File: config.mk
export PLATFORM = sky130hd
export DESIGN_NAME = failsafe_outctl
export DESIGN_NICKNAME = d
export VERILOG_FILES = /design/src/rtl/failsafe_pkg.sv /design/src/rtl/fs_estop_latch.sv /design/src/rtl/fs_heartbeat_wdog.sv /design/src/rtl/fs_mode_fsm.sv /design/src/rtl/failsafe_outctl.sv
export SDC_FILE = /design/constraint.sdc
export NUM_CORES = 1
export LEC_CHECK = 0
export BUFFER_PORTS_ARGS = -buffer_cell sky130_fd_sc_hd__buf_2
export CORE_MARGIN = 1.5
export CORE_UTILIZATION = 35
export DETAILED_ROUTE_END_ITERATION = 10
export SYNTH_ARGS = -nofsm -noshare
export SYNTH_HDL_FRONTEND = slang
export SYNTH_SLANG_ARGS = --single-unit
File: constraint.sdc
create_clock -name clk -period 2.5 [get_ports clk]
set_input_delay 0.25 -clock clk [delete_from_list [all_inputs] [get_ports clk]]
set_output_delay 0.25 -clock clk [all_outputs]
set_load 0.02 [all_outputs]
File: src/rtl/failsafe_pkg.sv
package failsafe_pkg;
   typedef enum logic {
      FS_SAFE   = 1'b0,
      FS_NORMAL = 1'b1
   } fs_mode_e;

   localparam int unsigned N_CAUSE     = 4;
   localparam int unsigned C_NOT_READY = 0;
   localparam int unsigned C_ESTOP     = 1;
   localparam int unsigned C_WDOG      = 2;
   localparam int unsigned C_INPUTS    = 3;

   typedef logic [N_CAUSE-1:0] cause_vec_t;
endpackage

File: src/rtl/fs_estop_latch.sv
module fs_estop_latch (
   input  logic clk,
   input  logic rst_n,
   input  logic stop_raw,
   input  logic read_err,
   input  logic clear_req,
   output logic tripped
);
   logic trip_cond;
   assign trip_cond = stop_raw | read_err;

   // sampled every clock, not only on loop ticks, so short pulses are caught
   always_ff @(posedge clk or negedge rst_n) begin
      if (!rst_n)
         tripped <= 1'b0;
      else if (trip_cond)
         tripped <= 1'b1;
      else if (clear_req)
         tripped <= 1'b0;
   end
endmodule

File: src/rtl/fs_heartbeat_wdog.sv
module fs_heartbeat_wdog #(
   parameter int unsigned TIMEOUT = 100
) (
   input  logic clk,
   input  logic rst_n,
   input  logic loop_tick,
   input  logic service,
   input  logic in_safe,
   input  logic mask_req,
   output logic wd_fault
);
   localparam int unsigned CNT_MAX = TIMEOUT + 1;
   localparam int unsigned CNT_W   = $clog2(CNT_MAX + 1);

   logic [CNT_W-1:0] elapsed;
   logic             mask_q;
   logic             expired;

   always_ff @(posedge clk or negedge rst_n) begin
      if (!rst_n)
         elapsed <= CNT_W'(CNT_MAX);
      else if (service)
         elapsed <= '0;
      else if (loop_tick && (elapsed != CNT_W'(CNT_MAX)))
         elapsed <= elapsed + 1'b1;
   end

   // maintenance mask follows its input only in safe mode
   always_ff @(posedge clk or negedge rst_n) begin
      if (!rst_n)
         mask_q <= 1'b0;
      else if (in_safe)
         mask_q <= mask_req;
   end

   assign expired  = (elapsed > CNT_W'(TIMEOUT));
   assign wd_fault = expired & ~mask_q;
endmodule

File: src/rtl/fs_mode_fsm.sv
module fs_mode_fsm
   import failsafe_pkg::*;
#(
   parameter int unsigned N_OUT = 4,
   parameter int unsigned OUT_W = 16,
   parameter logic [N_OUT*OUT_W-1:0] SAFE_VEC = '0
) (
   input  logic                   clk,
   input  logic                   rst_n,
   input  logic                   loop_tick,
   input  cause_vec_t             causes,
   input  logic [N_OUT*OUT_W-1:0] setpoint,
   output fs_mode_e               mode,
   output logic [N_OUT*OUT_W-1:0] outs
);
   fs_mode_e mode_nxt;

   always_comb begin
      mode_nxt = mode;
      unique case (mode)
         FS_SAFE:   if (causes == '0) mode_nxt = FS_NORMAL;
         FS_NORMAL: if (causes != '0) mode_nxt = FS_SAFE;
         default:   mode_nxt = FS_SAFE;
      endcase
   end

   always_ff @(posedge clk or negedge rst_n) begin
      if (!rst_n)
         mode <= FS_SAFE;
      else if (loop_tick)
         mode <= mode_nxt;
   end

   for (genvar g = 0; g < N_OUT; g++) begin : g_lane
      logic [OUT_W-1:0] lane_q;
      always_ff @(posedge clk or negedge rst_n) begin
         if (!rst_n)
            lane_q <= SAFE_VEC[g*OUT_W +: OUT_W];
         else if (loop_tick)
            lane_q <= (mode_nxt == FS_NORMAL) ? setpoint[g*OUT_W +: OUT_W]
                                              : SAFE_VEC[g*OUT_W +: OUT_W];
      end
      assign outs[g*OUT_W +: OUT_W] = lane_q;
   end
endmodule

File: src/rtl/failsafe_outctl.sv
module failsafe_outctl
   import failsafe_pkg::*;
#(
   parameter int unsigned N_OUT        = 4,
   parameter int unsigned OUT_W        = 16,
   parameter int unsigned WDOG_TIMEOUT = 1000,
   parameter logic [N_OUT*OUT_W-1:0] SAFE_VEC = '0
) (
   input  logic                   clk,
   input  logic                   rst_n,
   input  logic                   loop_tick,
   input  logic [N_OUT*OUT_W-1:0] cmd_setpoint,
   input  logic                   cpu_ready,
   input  logic                   heartbeat,
   input  logic                   estop_in,
   input  logic                   estop_rd_err,
   input  logic                   estop_ack,
   input  logic                   inmod_err,
   input  logic                   wdog_disable,
   output logic [N_OUT*OUT_W-1:0] out_bus,
   output logic [3:0]             fault_status,
   output logic                   run_mode
);
   localparam int unsigned BUS_W = N_OUT * OUT_W;

   if (N_OUT < 1) begin : g_bad_nout
      $error("failsafe_outctl: N_OUT must be at least 1");
   end
   if (OUT_W < 1) begin : g_bad_outw
      $error("failsafe_outctl: OUT_W must be at least 1");
   end
   if (WDOG_TIMEOUT < 1) begin : g_bad_tmo
      $error("failsafe_outctl: WDOG_TIMEOUT must be at least 1");
   end

   fs_mode_e   mode;
   cause_vec_t causes;
   logic       estop_q;
   logic       wd_fault;
   logic       clear_ok;

   assign clear_ok = estop_ack & ~estop_in & ~estop_rd_err;

   fs_estop_latch u_estop (
      .clk       (clk),
      .rst_n     (rst_n),
      .stop_raw  (estop_in),
      .read_err  (estop_rd_err),
      .clear_req (clear_ok),
      .tripped   (estop_q)
   );

   fs_heartbeat_wdog #(.TIMEOUT(WDOG_TIMEOUT)) u_wdog (
      .clk       (clk),
      .rst_n     (rst_n),
      .loop_tick (loop_tick),
      .service   (heartbeat),
      .in_safe   (mode == FS_SAFE),
      .mask_req  (wdog_disable),
      .wd_fault  (wd_fault)
   );

   always_comb begin
      causes              = '0;
      causes[C_NOT_READY] = ~cpu_ready;
      causes[C_ESTOP]     = estop_q;
      causes[C_WDOG]      = wd_fault;
      causes[C_INPUTS]    = inmod_err;
   end

   fs_mode_fsm #(.N_OUT(N_OUT), .OUT_W(OUT_W), .SAFE_VEC(SAFE_VEC)) u_fsm (
      .clk       (clk),
      .rst_n     (rst_n),
      .loop_tick (loop_tick),
      .causes    (causes),
      .setpoint  (cmd_setpoint),
      .mode      (mode),
      .outs      (out_bus)
   );

   assign fault_status = causes;
   assign run_mode     = (mode == FS_NORMAL);

   logic [BUS_W-1:0] unused_chk;
   assign unused_chk = cmd_setpoint;
endmodule

[Yosys cells after proc, flatten, opt, wreduce, memory -nomap -nowiden]
Index checks and enable logic that the tools add are counted.
Operators by class
  add/sub/neg operators: 1
  reductions and logical operators: 5
  muxes and demuxes: 11
  eq/ne operators: 1
  bitwise operators: 9
  order comparisons: 1
Operators with widths (number)
  $mux W16: 4
  $mux W10: 2
  $add A10 B1 Y10 const B: 1
  $gt A10 B10 Y1 const B: 1
  $ne A10 B10 Y1 const B: 1
  $not A1 Y1: 5
  $logic_not A4 Y1: 1
  $mux W1: 4
  $reduce_bool A2 Y1: 2
  $reduce_bool A4 Y1: 1
  $and A1 B1 Y1: 3
  $pmux W1 S2: 1
  $logic_and A1 B1 Y1: 1
  $or A1 B1 Y1: 1
Storage, ports and cells
  bits in registers: 77
  word-level logic and storage cells: 36
  output and inout bits: 69

[Logic depth before layout (Yosys ltp)]
Gate-level depths: netlist of run 1.
  depth after elaboration: 6
  mapped depth: 8
  depth with buffers taken out: 6

[Modules after synthesis]
From an unflattened synthesis of run 1, not the netlist that was laid out.
Unflattened totals
  cells, all modules: 296
  area total of the unflattened synthesis: 3517.1 µm²
Modules (own cells, without submodules)
  fs_mode_fsm: sequential area each 1626.6 µm², area an instance 2746.4 µm², times used 1, cells each 216
  fs_heartbeat_wdog: sequential area each 284.0 µm², area an instance 690.7 µm², times used 1, cells each 70
  failsafe_outctl: sequential area each 0.0 µm², area an instance 42.5 µm², times used 1, cells each 6
  fs_estop_latch: sequential area each 25.0 µm², area an instance 37.5 µm², times used 1, cells each 4

[Least setup slack after synthesis of run 1]
No wires, ideal clock.
  path kind: register -> register
  start: register u_wdog.elapsed[0]
  end: register u_fsm.g_lane[0].lane_q[0]
  arrival time: 1.633 ns
  stages on the path, launching flop included: 9
  period minus slack after synthesis: 1.754 ns
  setup slack: 0.746 ns
  path buffers: 2
  required time: 2.379 ns
  path through: dfstp_2 > inv_1 > ha_1 > inv_1 > nor3_4 > o31a_4 > buf_12 > buf_12 > a22o_1
On the way
  longest elaborated chain between the ends: 6
  elaborated cells between the ends (all ways): 8
  classes of those cells: 1 x order compare; 4 x mux; 1 x bitwise; 2 x reduce/logical
RTL lines
  start, declared: RTL line fs_heartbeat_wdog.sv:15  | logic [CNT_W-1:0] elapsed;
  start signal, assigned: RTL line fs_heartbeat_wdog.sv:21  | elapsed <= CNT_W'(CNT_MAX);
  start signal, assigned: RTL line fs_heartbeat_wdog.sv:25  | elapsed <= elapsed + 1'b1;
  $gt A10 B10 Y1 (*): RTL line fs_heartbeat_wdog.sv:36  | assign expired = (elapsed > CNT_W'(TIMEOUT));
  $and A1 B1 Y1 (*): RTL line fs_heartbeat_wdog.sv:37  | assign wd_fault = expired & ~mask_q;
  $reduce_bool A4 Y1 or $logic_not A4 Y1 (tied branches): RTL line fs_mode_fsm.sv:22, fs_mode_fsm.sv:21
  $mux W1 (on tied branches): RTL line fs_mode_fsm.sv:22, fs_mode_fsm.sv:21
  $pmux W1 S2 (*): RTL line fs_mode_fsm.sv:20  | unique case (mode)
  $mux W16 (*): RTL line fs_mode_fsm.sv:40  | lane_q <= (mode_nxt == FS_NORMAL) ? setpoint[g*OUT_W +: OUT_W]
  end signal, assigned: RTL line fs_mode_fsm.sv:38  | lane_q <= SAFE_VEC[g*OUT_W +: OUT_W];
  end signal, assigned: RTL line fs_mode_fsm.sv:40
  end, declared: RTL line fs_mode_fsm.sv:35  | logic [OUT_W-1:0] lane_q;
Every way passes the cells marked *; elsewhere a longest branch is shown, timed or not.
A chain may end at the register's enable or synchronous reset.

[Worst setup path in the final report of run 1]
  start: register u_wdog.elapsed[3]
  end: register u_fsm.g_lane[3].lane_q[15]
On the way
  longest elaborated chain between the ends: 6
  elaborated cells between the ends (all ways): 8
  classes of those cells: 1 x order compare; 4 x mux; 1 x bitwise; 2 x reduce/logical
RTL lines (RTL line)
  $gt A10 B10 Y1 (*): fs_heartbeat_wdog.sv:36
  $and A1 B1 Y1 (*): fs_heartbeat_wdog.sv:37
  $reduce_bool A4 Y1 or $logic_not A4 Y1 (tied branches): fs_mode_fsm.sv:22, fs_mode_fsm.sv:21
  $mux W1 (on tied branches): fs_mode_fsm.sv:22, fs_mode_fsm.sv:21
  $pmux W1 S2 (*): fs_mode_fsm.sv:20
  $mux W16 (*): fs_mode_fsm.sv:40
  end signal, assigned: fs_mode_fsm.sv:38
  end signal, assigned: fs_mode_fsm.sv:40
  end, declared: fs_mode_fsm.sv:35
Marks and branches as above.

==> results.cfg, run 1 <==
[place]
place_area_um2 = 3760
dp.cells = 450
io_buffers = 142
place.gp.congestion = 0.801
dp_hpwl_mm = 4.24
preCtsSetupSlack_ns = 0.439

[clocking]
tritoncts = built
post_cts_resized = 0
h-tree-depth = 3
numCtsBuffers = 9
cts-root-buf = clkbuf_8
clock_latency_ns = 0.34
cts.clk_slew.worst_paths_ns = 0.08
ctsHoldBuffers = 0
cts_setup_buffers = 0
cts_sinks = 77
cts_max_path_buffers = 2

[timing]
rsz0062_at_grt = no
drv_slew = 0
setup_violations = 0
hold_viol_final = 0
timing.final.crit_share = 0.828
holdWs_ns = 0.0501
relSlewSlack = 0.370
setup_tns_ns = 0
worst_slew_pin_slew_ns = 0.944
layout_setup_ws_ns = 0.430
fmax_mhz = 483
final.setup_skew_ns = 0.0200
period_minus_slack_ns = 2.07

[critical_path]
cp-end-kind = flip-flop
worstSetupPathType = reg2reg
r2r_setup_slack_ns = 0.43
start_kind = flip-flop
crit_fanout = 65
cp_cell_sequence = or3b_4 > nor3_4 > o31a_4 > a22o_1
critPathMaxStageDelay_ns = 0.59
critPathSlowestCell = o31a_4
cp_data_required_time_ns = 2.76
arrival_ns = 2.33

[logic_synthesis]
syn_area_um2 = 3080
ys_seq_elements = 77
yosys_warnings = 0
synth_nets = 294
netlist_instances = 217
synth_area_per_cell_um2 = 14.2
seq_area_frac_synth = 0.628
synth.distinct_cells = 32

[routing]
wire_per_inst_um = 14.0
vias_per_cell = 4.91
antenna_left = 0
wl_mm = 6.52
drt_drc_violations_left = 0
dr.pass1.iters = 4
vias = 2290
drt-initial-drc-count = 80

[floorplanning]
die-area_um2 = 9380
core_area_um2 = 8640
start_util = 0.357
die_width_um = 96.9
rows = 34
die_y_um = 96.9
io_pins = 143

[layout]
area_growth_pct = 29.0
finish.utilization = 0.461
antennaDiodeCount = 0
final_common_cell = buf_2
final_cells = 466
layout_common_cells = 141 x buf_2, 70 x dfrtp_1, 64 x a22o_1
n_fill_cell = 828
seqCellArea_um2 = 1940
drive_gt1_frac = 0.480
fin_nets = 430
final_area_um2 = 3980
multi_input_area_um2 = 943

[grt]
grt-ovfl-total = 0
grt_pass1_vias = 2238
grt_start_max_net_pins = 78
grt_pass1_wl_mm = 10.8
grt_use_total = 0.143
antenna_found_initial = 0

[pwr]
p_total_mw = 2.47
power_density_nw_per_um2 = 622
p_leak_nw = 2.17
vdd_ir_drop_max_v = 0.000233

[min_path]
hold_path.class = in2async

[run]
cap_violations = 0

[status]
status = complete, no violations
## synthesized netlist by cell type, drive strengths merged
cell | count | area (µm²)
xor2 | 4 | 35.0
xnor2 | 4 | 35.0
o21ai | 2 | 10.0
clkbuf | 7 | 26.3
or3b | 1 | 11.3
nor3 | 4 | 31.3
nand2 | 3 | 11.3
buf | 11 | 151
dfrtp | 70 | 1750
mux2 | 1 | 11.3
dfstp | 7 | 184
a22o | 64 | 561
nor2 | 10 | 37.5
a21o | 1 | 7.51
nand3 | 5 | 37.5
o311ai | 2 | 17.5
o31a | 1 | 17.5
a21oi | 1 | 5.00
and3 | 2 | 12.5
nor4 | 2 | 12.5
nand4 | 1 | 6.26
o2111ai | 1 | 8.76
ha | 3 | 37.5
or3 | 1 | 6.26
o31ai | 1 | 21.3
mux2i | 1 | 10.0
inv | 7 | 26.3
## cell type report
cell class                      instances  area share
Clock buffer                           10      0.0321
Clock inverter                          6      0.0223
Sequential cell                        77       0.487
Inverter                                7     0.00661
Timing Repair Buffer                  143       0.181
Multi-Input combinational cell        115       0.237
Tap cell                              108      0.0340
## registers in the layout (all words and copies together), names as in the netlist
register,flops
u_estop.tripped,1
u_fsm.g_lane.lane_q,64
u_fsm.mode,1
u_wdog.elapsed,10
u_wdog.mask_q,1
## report_power, final
part           switching, mW  internal, mW
Combinational          0.107        0.0751
Clock                  0.449         0.563
Sequential            0.0137          1.27
## worst paths after layout
| kind | from | endpoint | depth (start not counted) |
|---|---|---|---|
| worst max-delay path | u_wdog.elapsed[3] | u_fsm.g_lane[3].lane_q[15] | 4 |
| worst min-delay path | rst_n | u_fsm.g_lane[1].lane_q[3] | 1 |
| worst max register to register | u_wdog.elapsed[3] | u_fsm.g_lane[3].lane_q[15] | 4 |
| worst min register to register | u_fsm.g_lane[3].lane_q[12] | u_fsm.g_lane[3].lane_q[12] | 1 |
| max in group asynchronous | rst_n | u_fsm.g_lane[3].lane_q[5] | 1 |
| min in group clk | estop_ack | u_estop.tripped | 2 |
## logic make-up (layout without fill, tap and decap cells)
family	count (synthesis)	count (layout)	share of synthesized area
flip-flops	77	77	0.628
AND/OR/NAND/NOR	29	29	0.0540
multiplexers	2	2	0.00690
XOR/XNOR	8	8	0.0227
AO/OA/AOI/OAI	73	73	0.210
adder cells (fa/ha/maj)	3	3	0.0122
buffers and inverters	25	166	0.0662
## worst max-delay path, delay by kind of cell (launching register included)
family / cells / cell delay [ns]
simple gates: 2 / 0.58
compound gates: 2 / 0.83
flops: 1 / 0.57
## layer usage
metal | global-route usage | share of wire | vias to the layer above
li1 | - | - | 1078
met1 | 0.192 | 0.46 | 1099
met2 | 0.214 | 0.44 | 99
met3 | 0.0368 | 0.070 | 14
met4 | 0.0713 | 0.026 | 0
met5 | 0 | 0 | -
Note: power is estimated with default switching activity, not from simulation.
==> inputs of run 2 (changes only) <==
--- a/config.mk
+++ b/config.mk
@@ -5,6 +5,7 @@
 export SDC_FILE = /design/constraint.sdc
 export NUM_CORES = 1
 export LEC_CHECK = 0
+export ABC_AREA = 1
 export BUFFER_PORTS_ARGS = -buffer_cell sky130_fd_sc_hd__buf_2
 export CORE_MARGIN = 1.5
 export CORE_UTILIZATION = 35
==> constraint.sdc (replaced) <==
create_clock -name clk -period 1.7 [get_ports clk]
set_input_delay 0.17 -clock clk [delete_from_list [all_inputs] [get_ports clk]]
set_output_delay 0.17 -clock clk [all_outputs]
set_load 0.02 [all_outputs]
==> run 2 against run 1 <==
- clock skew shrank 0.012 ns
- non-clock buffer count grew 17
- sequential power grew 47%
- critical path type is now reg2out
- critical endpoint is now fault_status[2]
- largest cell class unchanged
==> results.cfg, run 2 <==
[timing]
setup_tns_ns = 0
final.setup_skew_ns = 0.00788
hold_viol_final = 0
period_minus_slack_ns = 1.64
worst_slew_pin_slew_ns = 0.443
drv_slew = 0
rsz0062_at_grt = yes
setup_violations = 0
relSlewSlack = 0.705
timing.final.crit_share = 0.965
layout_setup_ws_ns = 0.0588
holdWs_ns = 0.0332
fmax_mhz = 609

[grt]
grt_use_total = 0.172
grt-ovfl-total = 0
antenna_found_initial = 0
grt_pass1_wl_mm = 15.0
grt_start_max_net_pins = 66
grt_pass1_vias = 3150

[clocking]
numCtsBuffers = 9
clock_latency_ns = 0.34
cts.clk_slew.worst_paths_ns = 0.07
cts_max_path_buffers = 2
tritoncts = built
cts_sinks = 77
h-tree-depth = 3
cts-root-buf = clkbuf_8

[routing]
vias = 3133
drt-initial-drc-count = 133
wl_mm = 8.92
vias_per_cell = 4.64
wire_per_inst_um = 13.2
dr.pass1.iters = 4
antenna_left = 0
drt_drc_violations_left = 0

[critical_path]
arrival_ns = 1.47
crit_fanout = 4
start_kind = flip-flop
ff2ff_path_depth = 7
cp-end-kind = output port
crit_buf_inv = 2
cp_top_family = flip-flops
worstSetupPathType = reg2out
critPathSlowestCell = dfstp_2
r2r_setup_slack_ns = 0.09
cp.depth = 5
critPathMaxStageDelay_ns = 0.57
cp_data_required_time_ns = 1.53
path_common_cell = nand2_2
cp_cell_sequence = nand2_2 > nor3_4 > nand2_2 > inv_2 > buf_6

[logic_synthesis]
syn_area_um2 = 3600
seq_area_frac_synth = 0.537
synth.distinct_cells = 24
synth.largest_area_cell = dfrtp_1
synth_nets = 467
synthTopCellsByArea = dfrtp_1 49%, nand2_1 17%, nand3_2 11%
synth_common_cells = 160 x nand2_1, 70 x dfrtp_1, 40 x nand3_2
synth_edf_count = 0
synth_area_per_cell_um2 = 9.24
synth_top_area_frac = 0.486
async_reset_ff_frac = 1.00
netlist_instances = 390
yosysMostFrequentCell = nand2_1
yosys_warnings = 0
ys_seq_elements = 77
ys.flop_type = dfrtp_1

[floorplanning]
io_pins = 143
core_area_um2 = 9860
rows = 36
die-area_um2 = 10900
die_y_um = 104
die_width_um = 104
start_util = 0.365

[layout]
fin_nets = 614
drive_gt1_frac = 0.428
layout_common_cells = 158 x nand2_1, 140 x buf_2, 70 x dfrtp_1
area_growth_pct = 31.7
largest_register_ffs = 64
finish.utilization = 0.481
top_register = u_fsm.g_lane.lane_q
antennaDiodeCount = 0
n_fill_cell = 995
final_common_cell = nand2_1
final_area_um2 = 4750
reg_top3 = u_fsm.g_lane.lane_q x64, u_wdog.elapsed x10
final_cells = 675

[run]
cap_violations = 0

[place]
dp_hpwl_mm = 6.06
dp.cells = 648
place.gp.congestion = 0.878
io_buffers = 142
preCtsSetupSlack_ns = 0.0949
place_area_um2 = 4400

[status]
status = complete, no violations

[pwr]
vdd_ir_drop_max_v = 0.000381
p_leak_nw = 2.74
power_density_nw_per_um2 = 744
p_total_mw = 3.53

[min_path]
hold_path.class = in2reg
holdPathStages = 3
run 2: cell types whose count changed after synthesis, moves of 3 or more:
cell / before / now
a22o_1: 64 / 0
buf_2: 1 / 7
inv_1: 7 / 15
nand2_1: 3 / 160
nand3_1: 4 / 36
nand3_2: 0 / 40
nand4_1: 1 / 4
nor3_1: 3 / 0
o21ai_0: 2 / 5
xnor2_1: 4 / 0
run 2: cell families (layout without fill, tap and decap cells):
group,count (synthesis),after routing,synth area share
buffers and inverters,42,194,0.0725
adders and majority gates,3,3,0.0104
xor gates and xnor gates,5,5,0.0121
AOI/OAI and AO/OA,7,7,0.0104
and+or+nand+nor,256,256,0.358
DFF,77,77,0.537
run 2: worst paths after layout:
path,end,start
setup / recovery,fault_status[2],u_wdog.elapsed[6]
hold / removal,u_estop.tripped,estop_rd_err
setup reg to reg,u_fsm.g_lane[0].lane_q[3],u_wdog.elapsed[6]
hold reg to reg,u_fsm.g_lane[2].lane_q[7],u_fsm.g_lane[2].lane_q[7]
max in group asynchronous,u_fsm.g_lane[1].lane_q[12],rst_n
min in group asynchronous,u_fsm.g_lane[1].lane_q[5],rst_n
run 2: final cells by class:
cell class	count	area (µm²)	area share
clock inverters	1	30.0	0.00632
clock buffers	15	156	0.0329
flip-flops and latches	77	1940	0.408
inverters	18	67.6	0.0142
multi-input cells	271	1450	0.304
well taps	133	166	0.0350
repair buffers	160	947	0.199
run 2: tightest hold or removal path: stages:
cell	delay, ns
buf_2	0.07
nor2_1	0.04
o21ai_0	0.06
run 2: power by group:
| group | leakage, nW | total [mW] | switching [mW] | internal (mW) |
|---|---|---|---|---|
| logic | 1.61 | 0.309 | 0.187 | 0.122 |
| clock network | 0.0919 | 1.34 | 0.619 | 0.723 |
| registers | 1.04 | 1.88 | 0.0193 | 1.86 |
run 2: repair_timing:
action	CTS	global route
hold buffers	2	0
hold endpoints to repair	25	0
cloned	0	1
setup endpoints to repair	1	68
pin swaps	3	2
setup buffers	2	6
gates resized for setup	5	11
run 2: layer usage:
metal  track usage  share of wire  up-vias
met2         0.282           0.47      103
met4        0.0962          0.031        0
met5             0              0        -
met3        0.0370          0.061       20
li1              -              -     1532
met1         0.210           0.43     1478
==> inputs of run 3 (changes only) <==
--- a/config.mk
+++ b/config.mk
@@ -8,8 +8,9 @@
 export ABC_AREA = 1
 export BUFFER_PORTS_ARGS = -buffer_cell sky130_fd_sc_hd__buf_2
 export CORE_MARGIN = 1.5
-export CORE_UTILIZATION = 35
+export CORE_UTILIZATION = 44
 export DETAILED_ROUTE_END_ITERATION = 10
+export PLACE_DENSITY = 0.76
 export SYNTH_ARGS = -nofsm -noshare
 export SYNTH_HDL_FRONTEND = slang
 export SYNTH_SLANG_ARGS = --single-unit
==> run 3 against run 2 <==
- sequential share of layout area rose by 0.34 points
- highest routed layer unchanged
- worst hold slack got worse by 0.0072 ns
- first-iteration DRC count rose by 26%
- via count fell by 0.64%
- critical path type unchanged
==> results.cfg, run 3 (synthesized netlist as in run 2, its figures left out) <==
[status]
status = complete, no violations

[critical_path]
start_kind = flip-flop
critPathMaxStageDelay_ns = 0.55
cp-end-kind = output port
reg2reg_from = u_wdog.elapsed[5]
arrival_ns = 1.46
ff2ff_path_depth = 8
path_common_cell = inv_2
cp_cell_sequence = inv_2 > nand2_1 > nand3_2 > nor3_4 > nand2_4 > inv_2 > buf_6
cp_data_required_time_ns = 1.53
crit_start = u_wdog.elapsed[3]
crit_fanout = 3
r2r_setup_slack_ns = 0.13
crit_end = fault_status[2]
worstSetupPathType = reg2out
critPathSlowestCell = dfstp_2
r2r_end = u_fsm.g_lane[2].lane_q[2]

[place]
dp.cells = 617
place.gp.congestion = 0.853
dp_hpwl_mm = 5.96
preCtsSetupSlack_ns = 0.115
io_buffers = 142
place_area_um2 = 4370

[clocking]
cts_sinks = 77
cts_max_path_buffers = 2
cts.clk_slew.worst_paths_ns = 0.08
cts-root-buf = clkbuf_8
numCtsBuffers = 9
h-tree-depth = 3
tritoncts = built
clock_latency_ns = 0.34

[floorplanning]
die-area_um2 = 8740
die_y_um = 93.5
io_pins = 143
start_util = 0.459
die_width_um = 93.5
rows = 32
core_area_um2 = 7850

[timing]
setup_tns_ns = 0
final.setup_skew_ns = 0.00932
period_minus_slack_ns = 1.63
drv_slew = 0
fmax_mhz = 612
timing.final.crit_share = 0.961
relSlewSlack = 0.558
layout_setup_ws_ns = 0.0670
hold_viol_final = 0
worst_slew_pin_slew_ns = 0.663
setup_violations = 0

[grt]
use_met1 = 0.274
grt-ovfl-total = 0
antenna_found_initial = 0
grt_pass1_vias = 2928
grt.busiest_layer = met2
met3_usage = 0.0382
grt_pass1_wl_mm = 13.9
grtUsageMet2 = 0.325
grt_start_max_net_pins = 66
grt_use_total = 0.204

[pwr]
p_leak_nw = 2.74
vdd_ir_drop_max_v = 0.000376
power_density_nw_per_um2 = 784

[layout]
final_cells = 641
area_growth_pct = 30.6
layout_common_cells = 158 x nand2_1, 140 x buf_2, 70 x dfrtp_1
largest_register_ffs = 64
antennaDiodeCount = 0
reg_top3 = u_fsm.g_lane.lane_q x64, u_wdog.elapsed x10
drive_gt1_frac = 0.434
top_register = u_fsm.g_lane.lane_q
final_common_cell = nand2_1
final_area_um2 = 4710
fin_nets = 611

[routing]
wire_per_inst_um = 13.4
drt-initial-drc-count = 168
drt_drc_violations_left = 0
dr.pass1.iters = 4
antenna_left = 0
vias_per_cell = 4.86
wl_mm = 8.56
vias = 3113

[run]
cap_violations = 0

[min_path]
hold_path.class = in2reg
worstHoldStart = estop_ack
run 3: how the worst min path moves through the flow:
| stage | slack (ns) | cells after the start | endpoint |
|---|---|---|---|
| after floorplan | -0.13 | 0 | u_estop.tripped |
| after global placement | 0.14 | 1 | u_fsm.g_lane[1].lane_q[1] |
| after detailed placement | 0.15 | 1 | u_fsm.g_lane[0].lane_q[11] |
| after CTS | 0.003 | 2 | u_estop.tripped |
| after global routing | 0.02 | 2 | u_estop.tripped |
| final | 0.03 | 2 | u_estop.tripped |
run 3: per-layer routing:
metal  part of all wire  wire, µm
met5                  0         0
met4             0.0071        61
met3              0.061       520
met2               0.48      4130
met1               0.45      3850
run 3: worst max-delay path, delay by kind of cell, from the launching register on:
kind | cells | cell delay [ns]
flip-flops | 1 | 0.55
AND/OR/NAND/NOR | 4 | 0.37
buffers and inverters | 3 | 0.21
run 3: metrics by stage:
step / total power, mW / hold WS (ns) / utilization
detailed placement: 2.21 / 0.154 / 0.557
finish: 3.69 / 0.0260 / 0.600
CTS: 3.75 / 0.00278 / 0.590
global route: 3.87 / 0.0163 / 0.600
floorplan: 2.03 / -0.126 / -
global placement: 2.21 / 0.144 / 0.557
run 3: repair_timing:
item                                   in CTS  in global routing
hold buffers                                1                  0
setup endpoints to repair                   1                 29
setup buffers                               3                  4
resized for setup                           3                 12
cloned                                      0                  0
endpoints found under the hold margin      26                  0
pin swaps                                   3                  2
run 3: area by class of cell:
| class | count | area [µm²] |
|---|---|---|
| fillers | 696 | 3140 |
| flip-flops and latches | 77 | 1940 |
| multi-input cells | 271 | 1460 |
| repair buffers | 157 | 897 |
| well taps | 102 | 128 |
| clock buffers | 9 | 124 |
| clock inverters | 7 | 100 |
| inverters | 18 | 67.6 |
run 3: report_power, final:
group | switching [mW] | internal (mW)
combinational | 0.187 | 0.114
sequential | 0.0173 | 1.86
clock | 0.683 | 0.831
total | 0.887 | 2.81
